<file path="src/rtl/rxdma_run_pkg.sv">
package rxdma_run_pkg;
  typedef enum logic [1:0] {
    RS_STOP = 2'd0,
    RS_RUN  = 2'd1,
    RS_SUSP = 2'd2
  } run_state_e;

  typedef enum logic [1:0] {
    FS_STOP,
    FS_FETCH,
    FS_XFER,
    FS_SUSP
  } fsm_state_e;
endpackage

</file>
<file path="src/rtl/rxdma_cmd_filter.sv">
module rxdma_cmd_filter
  import rxdma_run_pkg::*;
(
  input  logic       run_wr_i,
  input  logic       run_val_i,
  input  fsm_state_e st_i,
  output logic       go_o,
  output logic       halt_o
);
  // enable honoured from stop/suspend, disable from anything but stop
  assign go_o   = run_wr_i & run_val_i & ((st_i == FS_STOP) | (st_i == FS_SUSP));
  assign halt_o = run_wr_i & ~run_val_i & (st_i != FS_STOP);
endmodule

</file>
<file path="src/rtl/rxdma_addr_trk.sv">
module rxdma_addr_trk #(
  parameter int unsigned AW         = 32,
  parameter int unsigned DESC_BYTES = 16
) (
  input  logic          clk_i,
  input  logic          rst_ni,
  input  logic          base_wr_i,
  input  logic [AW-1:0] base_val_i,
  input  logic          load_i,
  input  logic          adv_i,
  input  logic          wrap_i,
  output logic [AW-1:0] cur_o,
  output logic [AW-1:0] base_o
);
  localparam logic [AW-1:0] STEP = AW'(DESC_BYTES);

  logic [AW-1:0] cur_q, base_q;
  logic          fresh_q;  // base written since last start

  always_ff @(posedge clk_i or negedge rst_ni) begin
    if (!rst_ni) begin
      cur_q   <= '0;
      base_q  <= '0;
      fresh_q <= 1'b1;
    end else begin
      if (load_i) begin
        if (fresh_q) cur_q <= base_q;
        fresh_q <= 1'b0;
      end else if (adv_i) begin
        cur_q <= wrap_i ? base_q : cur_q + STEP;
      end
      if (base_wr_i) begin
        base_q  <= base_val_i;
        fresh_q <= 1'b1;
      end
    end
  end

  assign cur_o  = cur_q;
  assign base_o = base_q;
endmodule

</file>
<file path="src/rtl/rxdma_run_fsm.sv">
module rxdma_run_fsm
  import rxdma_run_pkg::*;
(
  input  logic       clk_i,
  input  logic       rst_ni,
  input  logic       go_i,
  input  logic       halt_i,
  input  logic       fetch_ack_i,
  input  logic       fetch_avail_i,
  input  logic       fetch_eor_i,
  input  logic       xfer_done_i,
  input  logic       nobuf_clr_i,
  output fsm_state_e st_o,
  output logic       load_o,
  output logic       adv_o,
  output logic       wrap_o,
  output logic       xfer_start_o,
  output logic       nobuf_o
);
  fsm_state_e st_q;
  logic pend_q, eor_q, start_q, nobuf_q;
  logic stop_now, nobuf_set;

  assign stop_now  = pend_q | halt_i;
  assign nobuf_set = (st_q == FS_FETCH) & fetch_ack_i & ~stop_now & ~fetch_avail_i;

  always_ff @(posedge clk_i or negedge rst_ni) begin
    if (!rst_ni) begin
      st_q    <= FS_STOP;
      pend_q  <= 1'b0;
      eor_q   <= 1'b0;
      start_q <= 1'b0;
    end else begin
      start_q <= 1'b0;
      case (st_q)
        FS_STOP: if (go_i) st_q <= FS_FETCH;
        FS_FETCH: begin
          if (halt_i) pend_q <= 1'b1;
          if (fetch_ack_i) begin
            if (stop_now) begin
              st_q   <= FS_STOP;
              pend_q <= 1'b0;
            end else if (fetch_avail_i) begin
              st_q    <= FS_XFER;
              eor_q   <= fetch_eor_i;
              start_q <= 1'b1;
            end else begin
              st_q <= FS_SUSP;
            end
          end
        end
        FS_XFER: begin
          if (halt_i) pend_q <= 1'b1;
          if (xfer_done_i) begin
            if (stop_now) begin
              st_q   <= FS_STOP;
              pend_q <= 1'b0;
            end else begin
              st_q <= FS_FETCH;
            end
          end
        end
        FS_SUSP: begin
          if (go_i)        st_q <= FS_FETCH;
          else if (halt_i) st_q <= FS_STOP;
        end
        default: st_q <= FS_STOP;
      endcase
    end
  end

  always_ff @(posedge clk_i or negedge rst_ni) begin
    if (!rst_ni)          nobuf_q <= 1'b0;
    else if (nobuf_set)   nobuf_q <= 1'b1;
    else if (nobuf_clr_i) nobuf_q <= 1'b0;
  end

  assign st_o         = st_q;
  assign load_o       = (st_q == FS_STOP) & go_i;
  assign adv_o        = (st_q == FS_XFER) & xfer_done_i;
  assign wrap_o       = eor_q;
  assign xfer_start_o = start_q;
  assign nobuf_o      = nobuf_q;
endmodule

</file>
<file path="src/rtl/rxdma_run_ctl.sv">
module rxdma_run_ctl
  import rxdma_run_pkg::*;
#(
  parameter int unsigned AW         = 32,
  parameter int unsigned DESC_BYTES = 16
) (
  input  logic          clk_i,
  input  logic          rst_ni,
  input  logic          run_wr_i,
  input  logic          run_val_i,
  input  logic          base_wr_i,
  input  logic [AW-1:0] base_val_i,
  input  logic          nobuf_clr_i,
  output logic          fetch_req_o,
  output logic [AW-1:0] fetch_addr_o,
  input  logic          fetch_ack_i,
  input  logic          fetch_avail_i,
  input  logic          fetch_eor_i,
  output logic          xfer_start_o,
  input  logic          xfer_done_i,
  output logic          nobuf_o,
  output logic [1:0]    run_state_o,
  output logic [AW-1:0] cur_addr_o
);
  fsm_state_e    st;
  logic          go, halt, load, adv, wrap;
  logic [AW-1:0] cur_addr, tbl_base;

  rxdma_cmd_filter u_filt (
    .run_wr_i (run_wr_i),
    .run_val_i(run_val_i),
    .st_i     (st),
    .go_o     (go),
    .halt_o   (halt)
  );

  rxdma_run_fsm u_fsm (
    .clk_i        (clk_i),
    .rst_ni       (rst_ni),
    .go_i         (go),
    .halt_i       (halt),
    .fetch_ack_i  (fetch_ack_i),
    .fetch_avail_i(fetch_avail_i),
    .fetch_eor_i  (fetch_eor_i),
    .xfer_done_i  (xfer_done_i),
    .nobuf_clr_i  (nobuf_clr_i),
    .st_o         (st),
    .load_o       (load),
    .adv_o        (adv),
    .wrap_o       (wrap),
    .xfer_start_o (xfer_start_o),
    .nobuf_o      (nobuf_o)
  );

  rxdma_addr_trk #(.AW(AW), .DESC_BYTES(DESC_BYTES)) u_addr (
    .clk_i     (clk_i),
    .rst_ni    (rst_ni),
    .base_wr_i (base_wr_i),
    .base_val_i(base_val_i),
    .load_i    (load),
    .adv_i     (adv),
    .wrap_i    (wrap),
    .cur_o     (cur_addr),
    .base_o    (tbl_base)
  );

  always_comb begin
    case (st)
      FS_FETCH, FS_XFER: run_state_o = RS_RUN;
      FS_SUSP:           run_state_o = RS_SUSP;
      default:           run_state_o = RS_STOP;
    endcase
  end

  assign fetch_req_o  = (st == FS_FETCH);
  assign fetch_addr_o = cur_addr;
  assign cur_addr_o   = cur_addr;
endmodule

</file>
<file path="config.mk">
export PLATFORM = sky130hd
export DESIGN_NAME = rxdma_run_ctl
export DESIGN_NICKNAME = d
export VERILOG_FILES = /design/src/rtl/rxdma_run_pkg.sv /design/src/rtl/rxdma_cmd_filter.sv /design/src/rtl/rxdma_addr_trk.sv /design/src/rtl/rxdma_run_fsm.sv /design/src/rtl/rxdma_run_ctl.sv
export SDC_FILE = /design/constraint.sdc
export NUM_CORES = 1
export LEC_CHECK = 0
export ABC_AREA = 1
export BUFFER_PORTS_ARGS = -buffer_cell sky130_fd_sc_hd__buf_2
export CORE_UTILIZATION = 44
export DETAILED_ROUTE_END_ITERATION = 7
export GPL_ROUTABILITY_DRIVEN = 0
export PLACE_DENSITY = 0.69
export SYNTH_ARGS = -nofsm -noshare
export SYNTH_HDL_FRONTEND = slang
export SYNTH_SLANG_ARGS = --single-unit
</file>
<file path="constraint.sdc">
create_clock -name clk_i -period 3.4 [get_ports clk_i]
set_input_delay 0.85 -clock clk_i [delete_from_list [all_inputs] [get_ports clk_i]]
set_output_delay 0.85 -clock clk_i [all_outputs]
set_load 0.02 [all_outputs]
</file>
Yosys cells after proc, flatten, opt, wreduce, memory -nomap -nowiden

Index checks and enable logic that the tools add are counted.
Widths: inputs -> output; s select.

Register bits after elaboration: 71
Output and inout port bits: 69
Logic and storage cells: 68
Bits of input ports: 42

Add/subtract/negate cells: 1
Bitwise logic cells: 14
Mux-type cells: 27
Eq/ne operators: 8
Reductions and logical operators: 10

Operator list:

| operator              | number |
|---|---|
| $mux 32               | 4 |
| $add 32x5->32 const B | 1 |
| $mux 1                | 14 |
| $mux 2                | 6 |
| $reduce_bool 2->1     | 5 |
| $and 1x1->1           | 9 |
| $pmux 2 s4            | 1 |
| $reduce_and 4->1      | 2 |
| $ne 2x1->1 const B    | 3 |
| $eq 2x2->1 const B    | 2 |
| $pmux 2 s2            | 1 |
| $ne 3x1->1 const B    | 1 |
| $not 1->1             | 3 |
| $eq 2x1->1 const B    | 1 |
| $logic_not 2->1       | 1 |
| $ne 2x2->1 const B    | 1 |
| $or 1x1->1            | 2 |
| $pmux 1 s2            | 1 |
| $reduce_and 2->1      | 1 |
| $reduce_or 2->1       | 1 |

Depth between registers and ports, before layout

Gate-level depths: netlist of the first run.

Depth in word-level cells: 8
Gate-level depth with buffers: 11

Cells and area by module

From an unflattened synthesis of the first run, not the netlist that was laid out.

Cell total of the unflattened synthesis: 588
Area, all modules: 4294.1 µm²

Modules (own cells, without submodules):

| module           | instances | area each (µm²) | cells an instance | seq. area each (µm²) |
|---|---|---|---|---|
| rxdma_addr_trk   | 1         | 3535.9          | 481               | 1627.8 |
| rxdma_run_fsm    | 1         | 444.2           | 63                | 150.1 |
| rxdma_run_ctl    | 1         | 272.8           | 36                | 0.0 |
| rxdma_cmd_filter | 1         | 41.3            | 8                 | 0.0 |

Worst setup path after synthesis of the first run

Ideal clock, no wire load.

Kind: reg-to-reg
Start: register u_fsm.st_q[0], in the netlist u_fsm.st_o[0]
End: register u_addr.cur_q[21], in the netlist u_addr.cur_o[21]
Path buffers: 1
Data arrival time: 1712 ps
Path slack: 1571 ps
Library setup time: 117 ps
Clock period less this slack: 1829 ps
Cell stages (with the launch flop): 12
Required time: 3283 ps
Cell sequence: dfrtp_1 inv_1 ha_1 inv_1 nand4_2 nand2_1 inv_1 nor2_4 buf_4 nand4_1 nand2_1 nor2_1

Cells in the longest elaborated chain, start to end: 6

RTL lines:

| what                                                                    | line                                        | source |
|---|---|---|
| start, declared                                                         | rxdma_run_fsm.sv:20                         | `fsm_state_e st_q;` |
| start signal, assigned                                                  | rxdma_run_fsm.sv:29                         | `st_q <= FS_STOP;` |
| start signal, assigned                                                  | rxdma_run_fsm.sv:36                         | `FS_STOP: if (go_i) st_q <= FS_FETCH;` |
| start signal, assigned                                                  | rxdma_run_fsm.sv:41                         | `st_q <= FS_STOP;` |
| $eq 2x2->1 / $logic_not 2->1 (equally long branches)                    | rxdma_cmd_filter.sv:11, rxdma_run_fsm.sv:79 |  |
| $or 1x1->1                                                              | rxdma_cmd_filter.sv:11                      | `assign go_o = run_wr_i & run_val_i & ((st_i == FS_STOP) \| (st_i == FS_SUSP));` |
| $and 1x1->1                                                             | rxdma_cmd_filter.sv:11                      |  |
| $and 1x1->1                                                             | rxdma_run_fsm.sv:79                         | `assign load_o = (st_q == FS_STOP) & go_i;` |
| $ne 2x1->1 (no source line) / $reduce_bool 2->1 (equally long branches) | -                                           |  |
| $reduce_and 2->1 (no source line)                                       | -                                           |  |
| end signal, assigned                                                    | rxdma_addr_trk.sv:27                        | `if (fresh_q) cur_q <= base_q;` |
| end signal, assigned                                                    | rxdma_addr_trk.sv:30                        | `cur_q <= wrap_i ? base_q : cur_q + STEP;` |
| end, declared                                                           | rxdma_addr_trk.sv:17                        | `logic [AW-1:0] cur_q, base_q;` |

Several ways; a longest one is shown, not always the timed one.
A chain may end at the register's enable or synchronous reset.

Worst setup path after layout of the first run

Start: register u_fsm.st_q[1], in the netlist u_fsm.st_o[1]
End: register u_addr.cur_q[11], in the netlist u_addr.cur_o[11]

Same word-level chain as after synthesis.

==> metrics.cfg, run 1 <==
[setup_path]
rr_worst_depth = 8
worstSetupStartpoint = u_fsm.st_o[1]$_DFFE_PN0P_
path_max_fanout = 32
worstSetupEndpointType = flip-flop
r2r_end = u_addr.cur_o[11]$_DFFE_PN0P_
crit_type = reg -> reg
crit_arrival_ns = 2.80
cp-start-kind = flip-flop
crit_required_ns = 3.62
r2r-start = u_fsm.st_o[1]$_DFFE_PN0P_
crit_path_end = u_addr.cur_o[11]$_DFFE_PN0P_
rrSetupSlack_ns = 0.82

[sta]
skew_ns = 0.0112
tns_ns = 0
rsz0062_at_grt = no
fin_crit_sh = 0.759
drv_slew = 0
fmax_mhz = 387
worstMarginPinSlew_ns = 0.829
worst_slack_ns = 0.819
setup_viol = 0
slew_headroom = 0.447
period_needed_ns = 2.58
hold_violations = 0

[finish]
area_growth_pct = 15.8
num-nets-final = 681
antenna_cells = 0
layout-drive-gt1-share = 0.237
fillerInstances = 880
final_area_um2 = 4760

[worst_hold_path]
hold_path_depth = 2
hp-class = reg -> reg

[grt]
grtUsageTotal = 0.226
antenna_found_initial = 0
first_global_vias = 3538
overflow = 0
grt_max_degree = 46
grt_pass1_wl_um = 17300

[synth]
synth-xor-area-share = 0.0128
synth_top_family_by_area = simple AND/OR/NAND/NOR gates
synth.mux.area_fraction = 0.0219
async_flop_share = 1.00
ys_ff_latch = 71
ys_types = 30
synth-simple-area-share = 0.275
synth_cells = 556
synthAdderAreaFrac = 0.0183
synth_nets = 604
synth_compound_area_frac = 0.106
yosys_most_used_dff = dfrtp_1
yosysWarnings = 0
syn_area_per_cell_um2 = 7.39
syn_area_um2 = 4110
ys_seq_area_frac = 0.433
synth_edf_count = 0

[clocking]
clkSinkCount = 71
clk_path_buf_depth = 2
insertion_delay_ns = 0.34
clkSlewWorstSetupHoldPaths_ns = 0.08
root_buffer = clkbuf_8
post_cts_buffers = 0
htree_levels = 3
cts_hold_buf = 0
post_cts_resized = 0
cts_buffers = 9
cts_tree = yes

[route]
wl_per_cell_um = 13.8
drc = 0
drt_iter0_markers = 174
dr.pass1.iters = 5
num_vias = 3825
wl_um = 10300
via_per_inst = 5.13
ant_nets = 0

[die]
initial_core_util = 0.462
die_w_um = 98.7
dieArea_um2 = 9730
ioPinCount = 111
fp-row-count = 34
core_region_area_um2 = 8890
die_h_um = 98.7

[pwr]
pwr_density_cell_nw_per_um2 = 868
leakagePower_nw = 2.43
irDropWorstVdd_mv = 0.614

[run]
maxCapViolations = 0

[placed_design]
pre_cts_ws_ns = 0.806
port_buffers = 110
dp_hpwl_um = 7550
postPlaceCellArea_um2 = 4520

[outcome]
status = completed

logic make-up (layout without fill, tap and decap cells):
family	Yosys count	after routing
muxes	8	8
and+or+nand+nor	271	271
DFF	71	71
buffers and inverters	110	191
AOI/OAI and AO/OA	84	84
xor gates and xnor gates	6	6
adders and majority gates	6	6
area by class of cell:
class,count,area [um^2],share of cell area
multi-input cells,375,1790,0.376
flip-flops and latches,71,1780,0.374
repair buffers,114,581,0.122
inverters,62,233,0.0489
clock buffers,10,138,0.0289
well taps,108,135,0.0284
clock inverters,5,106,0.0223
critical path: stages, from the launching register on:
cell and delay, ns:
dfrtp_1 0.42, inv_1 0.11, ha_1 0.35, inv_1 0.11, nand4_2 0.15, nand2_2 0.52, inv_2 0.39, o21ai_0 0.26
o21ai_0 0.13
per-layer routing:
metal	routed length, um	global-route usage	up-vias
met2	5080	0.391	129
met3	495	0.0390	16
met5	0	0	-
li1	-	-	1874
met4	147	0.0608	0
met1	4530	0.293	1806
sequential cells by signal, indices dropped and copies added, names as in the netlist:
| name | cells |
|---|---|
| u_fsm.pend_q | 1 |
| u_fsm.nobuf_o | 1 |
| u_fsm.xfer_start_o | 1 |
| u_addr.fresh_q | 1 |
| u_addr.base_o | 32 |
| u_fsm.st_o | 2 |
| u_addr.cur_o | 32 |
| u_fsm.wrap_o | 1 |
cells in the mapped netlist, types with 4 or more instances:
cell | instances | area share
nand4_1 | 4 | 0.0061
mux2_2 | 8 | 0.022
inv_1 | 61 | 0.056
nand2_1 | 170 | 0.16
o22ai_1 | 4 | 0.0061
buf_4 | 33 | 0.060
ha_1 | 6 | 0.018
o21ai_0 | 52 | 0.063
nand3_1 | 34 | 0.041
dfrtp_1 | 70 | 0.43
a21oi_1 | 22 | 0.027
clkbuf_1 | 7 | 0.0064
buf_2 | 8 | 0.0097
nor2_1 | 48 | 0.044
layout by cell type, fill, tap and decap left out, types with 4 or more instances in the layout:
cell and count:
nand2_1 170, buf_2 110, dfrtp_1 70, inv_1 61
o21ai_0 52, nor2_1 48, nand3_1 34, a21oi_1 22
clkbuf_8 10, mux2_2 8, ha_1 6, nand4_1 4
o22ai_1 4, buf_4 4
metrics by stage:
| stage | util | hold slack (ns) | instances | power [mW] |
|---|---|---|---|---|
| 5_1_grt | 0.535 | 0.532 | 745 | 4.43 |
| 4_1_cts | 0.535 | 0.508 | 745 | 4.14 |
| 3_3_place_gp | 0.508 | 0.482 | 730 | 3.26 |
| 3_5_place_dp | 0.508 | 0.490 | 730 | 3.31 |
| 2_1_floorplan | - | 0.475 | 556 | 2.89 |
| 6_report | 0.535 | 0.503 | 745 | 4.13 |
how the worst min path moves through the flow:
stage                                             start                       endpoint  slack (ns)
after floorplan           u_addr.base_o[12]$_DFFE_PN0P_  u_addr.base_o[12]$_DFFE_PN0P_        0.48
after global placement      u_addr.cur_o[1]$_DFFE_PN0P_    u_addr.cur_o[1]$_DFFE_PN0P_        0.48
after detailed placement  u_addr.base_o[12]$_DFFE_PN0P_  u_addr.base_o[12]$_DFFE_PN0P_        0.49
after CTS                 u_addr.base_o[12]$_DFFE_PN0P_  u_addr.base_o[12]$_DFFE_PN0P_        0.51
after global routing       u_addr.base_o[6]$_DFFE_PN0P_   u_addr.base_o[6]$_DFFE_PN0P_        0.53
final                       u_addr.cur_o[3]$_DFFE_PN0P_    u_addr.cur_o[3]$_DFFE_PN0P_        0.50
report_power, final:
group | leakage [nW] | internal (mW) | switching (mW)
registers | 0.873 | 1.08 | 0.339
logic | 1.44 | 0.605 | 1.28
clock network | 0.119 | 0.505 | 0.323
(Power assumes the default switching activity.)
==> run 2: changes to the inputs <==
clock period = 2.71 ns   (was 3.4 ns; I/O delays follow)
==> run 2 against run 1 <==
- core utilization fell by 0.75 points
- clock power fell by 11%
- maximum frequency rose by 17%
- sequential power rose by 25%
- critical endpoint is now u_addr.cur_o[8]$_DFFE_PN0P_
- critical path type unchanged
- sequential share of layout area rose by 0.53 points
==> metrics.cfg, run 2 (synthesis gave the netlist of run 1 again) <==
[finish]
layout_commonest_cell = nand2_1
mostFrequentLayoutCells = nand2_1, buf_2, dfrtp_1, inv_1, o21ai_0
antenna_cells = 0
fin_util = 0.528
fillerInstances = 908
layout-drive-gt1-share = 0.237
num-nets-final = 681
seq_area_um2 = 1780
area_growth_pct = 14.2
multi_input_area_um2 = 1790

[die]
die_w_um = 98.7
ioPinCount = 111
dieArea_um2 = 9730
fp-row-count = 34
die_h_um = 98.7
initial_core_util = 0.462
core_region_area_um2 = 8890

[sta]
rsz0062_at_grt = no
drv_slew = 0
tns_ns = 0
worstMarginPinSlew_ns = 0.606
fin_crit_sh = 0.813
setup_viol = 0
fmax_mhz = 454
period_needed_ns = 2.20
hold_violations = 0
slew_headroom = 0.596
skew_ns = 0.00958

[setup_path]
cp_top_family = buffers and inverters
worstSetupEndpointType = flip-flop
worstPathCellList = inv_1 -> ha_1 -> inv_1 -> nand4_2 -> nand2_2 -> inv_2 -> nand3_1 -> o211ai_1 -> o21ai_0
path_max_fanout = 27
cpPeakStageDelay_ns = 0.41
cp-start-kind = flip-flop
crit_type = reg -> reg
crit_required_ns = 2.93
rr_worst_depth = 9
cp_slowest_cell = dfrtp_1
crit_arrival_ns = 2.42
crit_buf_inv = 3
rrSetupSlack_ns = 0.51
r2r_end = u_addr.cur_o[8]$_DFFE_PN0P_
r2r-start = u_fsm.st_o[1]$_DFFE_PN0P_
critical_path.most_common_cell = inv_1

[pwr]
pwr_density_cell_nw_per_um2 = 1040
total_power_mw = 4.87
leakagePower_nw = 2.40
irDropWorstVdd_mv = 0.582

[worst_hold_path]
hp-class = in -> async

[route]
dr.pass1.iters = 5
wl_um = 10100
ant_nets = 0
num_vias = 3793
wl_per_cell_um = 13.6
drt_iter0_markers = 261
drc = 0
via_per_inst = 5.08

[run]
maxCapViolations = 0

[clocking]
insertion_delay_ns = 0.35
htree_levels = 3
cts_hold_buf = 0
cts_buffers = 9
cts_tree = yes
clkSinkCount = 71
clkSlewWorstSetupHoldPaths_ns = 0.08
clk_path_buf_depth = 2
post_cts_resized = 0
root_buffer = clkbuf_8
post_cts_buffers = 0

[grt]
antenna_found_initial = 0
overflow = 0
grt_max_degree = 47
grt_pass1_wl_um = 16800
grtUsageTotal = 0.220
first_global_vias = 3581

[placed_design]
port_buffers = 110
dp_hpwl_um = 7570

[outcome]
status = completed

[run 2: cell types whose count changed in the layout (fill, tap and decap cells not counted), sizes merged]
| cell | delta |
|---|---|
| clkinv | +5 |
| bufinv | -3 |
| clkinvlp | -1 |
[run 2: per-layer routing]
metal	wire length, um	part of all wire	vias to the layer above	GRT usage
li1	-	-	1879	-
met1	4390	0.43	1760	0.278
met2	4910	0.49	133	0.378
met3	597	0.059	21	0.0475
met4	206	0.020	0	0.0677
met5	0	0	-	0
[run 2: report_power, final]
| part | internal, mW | switching, mW |
|---|---|---|
| registers | 1.36 | 0.409 |
| logic | 0.773 | 1.60 |
| clock network | 0.329 | 0.406 |
| total | 2.46 | 2.42 |
[run 2: how the worst max path moves through the flow]
stage	slack (ns)	cells past startpoint	startpoint	endpoint
2_1_floorplan	0.88	11	u_fsm.st_o[0]$_DFFE_PN0P_	u_addr.cur_o[21]$_DFFE_PN0P_
3_3_place_gp	0.72	10	u_fsm.st_o[0]$_DFFE_PN0P_	u_addr.cur_o[21]$_DFFE_PN0P_
3_5_place_dp	0.55	9	u_fsm.st_o[1]$_DFFE_PN0P_	u_addr.cur_o[8]$_DFFE_PN0P_
4_1_cts	0.53	9	u_fsm.st_o[1]$_DFFE_PN0P_	u_addr.cur_o[8]$_DFFE_PN0P_
5_1_grt	0.30	11	u_fsm.st_o[0]$_DFFE_PN0P_	u_addr.cur_o[21]$_DFFE_PN0P_
6_report	0.51	9	u_fsm.st_o[1]$_DFFE_PN0P_	u_addr.cur_o[8]$_DFFE_PN0P_
[run 2: through the flow]
stage	instances	instance area (um^2)	hold slack, ns	setup slack, ns
after global routing	746	4690	0.370	0.300
final	746	4690	0.329	0.508
after floorplan	556	4110	0.382	0.881
after detailed placement	730	4530	0.501	0.548
after global placement	730	4530	0.488	0.717
after CTS	746	4690	0.336	0.532
[run 2: area by class of cell]
cell class,instances,share of cell area
repair buffers,114,0.126
multi-input cells,375,0.381
inverters,62,0.0496
well taps,108,0.0288
clock buffers,10,0.0272
flip-flops and latches,71,0.379
clock inverters,6,0.00800
